==> src/rtl/adc_pair_serializer.sv <==
module adc_pair_serializer #(
  parameter int SAMPLE_W = 14,
  parameter int WORD_W   = 16,
  parameter int GAP_W    = 8
) (
  input  logic                os_clk,
  input  logic                rst_n,
  input  logic                baud_clk,
  input  logic                smp_valid,
  input  logic [SAMPLE_W-1:0] smp_main,
  input  logic [SAMPLE_W-1:0] smp_mid,
  output logic                sdo
);
  localparam int HALF  = WORD_W + GAP_W;
  localparam int SLOTS = 2 * HALF;
  localparam int PAD   = WORD_W - SAMPLE_W;
  localparam int CW    = $clog2(SLOTS);
  localparam logic [CW-1:0] LAST = CW'(SLOTS - 1);

  logic                baud_q, active;
  logic [CW-1:0]       slot, pos;
  logic [SAMPLE_W-1:0] hold_a, hold_b, cur;
  logic [WORD_W-1:0]   word_sh;
  logic                second, bit_v, first_msb;

  wire frame_start = baud_q & ~baud_clk;

  always_comb begin
    second  = slot >= CW'(HALF);
    pos     = second ? slot - CW'(HALF) : slot;
    cur     = second ? hold_b : hold_a;
    word_sh = {cur, {PAD{1'b0}}} << pos;
    bit_v   = (pos < CW'(WORD_W)) ? word_sh[WORD_W-1] : 1'b1;
  end

  assign first_msb = smp_valid ? smp_main[SAMPLE_W-1] : hold_a[SAMPLE_W-1];
  assign sdo = frame_start ? first_msb : (active ? bit_v : 1'b1);

  always_ff @(negedge os_clk or negedge rst_n) begin
    if (!rst_n) begin
      baud_q <= 1'b0;
      active <= 1'b0;
      slot   <= '0;
      hold_a <= '0;
      hold_b <= '0;
    end else begin
      baud_q <= baud_clk;
      if (frame_start) begin
        active <= 1'b1;
        slot   <= CW'(1);
        if (smp_valid) begin
          hold_a <= smp_main;
          hold_b <= smp_mid;
        end
      end else if (active && slot != LAST) begin
        slot <= slot + CW'(1);
      end
    end
  end

  a_r1_idle_high: assert property (@(negedge os_clk) disable iff (!rst_n)
    (!active && !frame_start) |-> sdo);

  a_r2_start_slot: assert property (@(negedge os_clk) disable iff (!rst_n)
    frame_start |=> (active && slot == CW'(1)));

  a_r3_slot_step: assert property (@(negedge os_clk) disable iff (!rst_n)
    (active && !frame_start && slot != LAST) |=> (slot == $past(slot) + CW'(1)));

  a_r4_pad_low: assert property (@(negedge os_clk) disable iff (!rst_n)
    (active && !frame_start && pos >= CW'(SAMPLE_W) && pos < CW'(WORD_W)) |-> !sdo);

  a_r7_hold_frozen: assert property (@(negedge os_clk) disable iff (!rst_n)
    (active && !frame_start) |=> ($stable(hold_a) && $stable(hold_b)));

  a_r8_repeat_held: assert property (@(negedge os_clk) disable iff (!rst_n)
    (frame_start && !smp_valid) |=> ($stable(hold_a) && $stable(hold_b)));

  a_r9_park_high: assert property (@(negedge os_clk) disable iff (!rst_n)
    (active && !frame_start && slot == LAST) |=> (slot == LAST && (frame_start || sdo)));
endmodule

==> config.mk <==
export PLATFORM = sky130hd
export DESIGN_NAME = adc_pair_serializer
export DESIGN_NICKNAME = d
export VERILOG_FILES = /design/src/rtl/adc_pair_serializer.sv
export SDC_FILE = /design/constraint.sdc
export NUM_CORES = 1
export LEC_CHECK = 0
export ABC_AREA = 1
export CAP_MARGIN = 20
export CORE_MARGIN = 4
export CORE_UTILIZATION = 31
export CTS_BUF_LIST = sky130_fd_sc_hd__clkbuf_4 sky130_fd_sc_hd__clkbuf_8
export DETAILED_ROUTE_END_ITERATION = 10
export PLACE_DENSITY = 0.62
export SETUP_SLACK_MARGIN = 0.02
export SKIP_LAST_GASP = 1
export SYNTH_ARGS = -nofsm -noshare
export SYNTH_HDL_FRONTEND = slang
export SYNTH_SLANG_ARGS = --single-unit
==> constraint.sdc <==
create_clock -name os_clk -period 5.6 [get_ports os_clk]
set_input_delay 1.68 -clock os_clk [delete_from_list [all_inputs] [get_ports os_clk]]
set_output_delay 1.68 -clock os_clk [all_outputs]
set_load 0.02 [all_outputs]
==> metrics.csv <==
metric,value,unit
status,"complete, but fails checks",
violations,setup timing,
rsz0062_at_grt,true,
vias,1756,
die_area,0.00742,mm²
setup_ws,-0.694,ns
fin_cells,386,
drv_slew,0,
gr-total-overflow,0,
clk_pin_slew,0.05,ns
p_per_area,308,mW/mm²
reg2reg_to,slot[5],
place_congestion,0.822,
min_to,hold_a[7],
port_buffers,32,
cts_sinks,36,
setup_viol,1,
met1_usage,0.177,
worstMarginPinSlew,0.265,ns
htree_num_levels,2,
place_inst,367,
yosys-top-cells-area,"dfrtn_1, nand2_1, nand3_1",
drt_first_pass_iters,4,
setup_tns,-0.694,ns
die_h,86.1,µm
hold_depth,2,
placementRows,28,
nNetsFinal,345,
yosys_warnings,0,
regToRegStartpoint,slot[0],
final_layout_size_suffix_gt1_frac,0.199,
syn_nets,279,
worstPathRequired,3.92,ns
endpoint_kind,output pin,
first_iter_violations,84,
min_from,hold_a[7],
worst_hold_path_type,reg2reg,
rr_worst_depth,11,
pre_cts_slack,-0.852,ns
ir_worst_vdd,132,µV
max_slew_margin,0.822,
area_growth_syn_to_layout,40.5,%
yosysUniqueCellTypes,28,
grt_pass1_vias,1747,
viasPerCell,4.55,
multiInputGateArea,833,µm²
wire_per_inst,11.7,µm
drc,0,
grt_pass1_wl,7.91,mm
grt_util_all_layers,0.133,
initial_core_util,0.320,
fin_util,0.449,
yosysTopAreaCellShare,0.476,
fp.dieW,86.1,µm
routed_wl,4.52,mm
worstSkewPairLatency,0.29,ns
cts_buffers,5,
synth_seq_area_share,0.476,
regArea,901,µm²
grt_max_degree,37,
fillers,622,
finalHoldViolCount,0,
critPathMaxFanout,9,
skew,0.00491,ns
antenna_found_initial,0,
top_usage_layer,met2,
clockBufferDepth,2,
synth-seq-cells,36,
use_met3,0.0346,
cp_data_arrival_time,4.61,ns
diodes,0,
max_cap_violations,0,
cts_tree,done,
clockRootBuffer,clkbuf_8,
synth_cells,244,
syn_area,0.00189,mm²
dp_hpwl,3.18,mm
yosysTopAreaCell,dfrtn_1,
worst-r2r-setup-slack,3.88,ns
use_met2,0.213,
crit_path_start_kind,register,
ant_nets,0,
avgSynthCellArea,7.75,µm²
p_leak,1.30,nW
path_class,reg2out,
core_area,0.00592,mm²
ios,33,
[worst max-delay path, stage by stage (launching register included)]
cell and delay, ns:
dfrtn_1 0.46, inv_4 0.09, nand2_8 0.11, buf_6 0.13, nand2_1 0.05, nand3_1 0.07
nand3_1 0.07, nand3_1 0.08, nand2_1 0.06, nand2_1 0.07, nand2_1 0.06, nand2_2 0.07
nand2_2 0.04, buf_4 0.15
[cell type report]
cell class / instances / area share
clock inverters: 2 / 0.00376
clock buffers: 6 / 0.0311
multi-input cells: 171 / 0.313
repair buffers: 67 / 0.233
inverters: 28 / 0.0419
well taps: 75 / 0.0353
flip-flops and latches: 36 / 0.339
repair inverters: 1 / 0.00282
[state kept, by name (all words and copies together), names as in the netlist]
name,flops
active,1
hold_b,14
slot,6
hold_a,14
baud_q,1
[metal layers]
layer / vias up / wire length, µm
met1: 796 / 2120
li1: 912 / -
met5: - / 0
met2: 43 / 2020
met4: 0 / 62
met3: 5 / 313
[metrics by stage]
stage | power [mW] | hold WS (ns) | cell area (µm²)
3_3_place_gp | 0.617 | 0.411 | 2460
3_5_place_dp | 0.620 | 0.418 | 2460
4_1_cts | 0.818 | 0.420 | 2630
2_1_floorplan | 0.495 | 0.394 | 1900
5_1_grt | 0.880 | 0.447 | 2660
6_report | 0.818 | 0.416 | 2660
[power by group]
part           leakage (nW)  internal (mW)  switching [mW]
clock network        0.0510         0.0981          0.0917
registers             0.444          0.311          0.0266
logic                 0.801          0.142           0.149
total                  1.30          0.551           0.267
[cell usage after synthesis]
master	number
nand2_4	1
nand3b_1	5
nor2_2	2
nor2_4	1
clkbuf_1	4
a21oi_2	1
clkinv_1	1
buf_2	3
nor3_1	6
nand4_1	1
a211oi_1	2
nor2_1	4
o21ai_1	1
o21ai_0	21
dfrtn_1	36
ha_1	3
or2_2	1
buf_12	1
nand2_2	3
nand2_8	1
inv_4	1
inv_1	25
a21oi_1	4
buf_4	1
nor4_1	1
inv_2	1
nand3_1	28
nand2_1	85
[placed cells by master (no fill, tap or decap), drive strengths merged]
| master | n |
|---|---|
| nor2 | 7 |
| clkdlybuf4s50 | 30 |
| nand2 | 90 |
| a211oi | 2 |
| clkinv | 3 |
| nor4 | 1 |
| nand3 | 28 |
| nand4 | 1 |
| dlymetal6s2s | 1 |
| ha | 3 |
| dfrtn | 36 |
| or2 | 1 |
| buf | 36 |
| clkbuf | 6 |
| nand3b | 5 |
| o21ai | 22 |
| nor3 | 6 |
| inv | 26 |
| a21oi | 5 |
| clkinvlp | 2 |
[worst max-delay path by stage]
stage | end | from
3_3_place_gp | sdo | slot[3]
6_report | sdo | slot[5]
3_5_place_dp | sdo | slot[3]
4_1_cts | sdo | slot[4]
2_1_floorplan | sdo | slot[3]
5_1_grt | sdo | slot[5]
[kinds of logic (layout without fill, tap and decap cells)]
family                     Yosys count  count (layout)  share of synthesized area
and+or+nand+nor                    139             139                      0.335
buffers and inverters               37             104                     0.0873
DFF                                 36              36                      0.476
AOI/OAI and AO/OA                   29              29                     0.0813
adders and majority gates            3               3                     0.0198
[timing repair]
item	4_1_cts	5_1_grt
gates resized for setup	11	4
hold buffers	0	0
gates cloned	1	0
buffers inserted	7	3
pin swaps	2	5
endpoints found under the setup margin	15	28
Power figures use the tool's default switching activity.
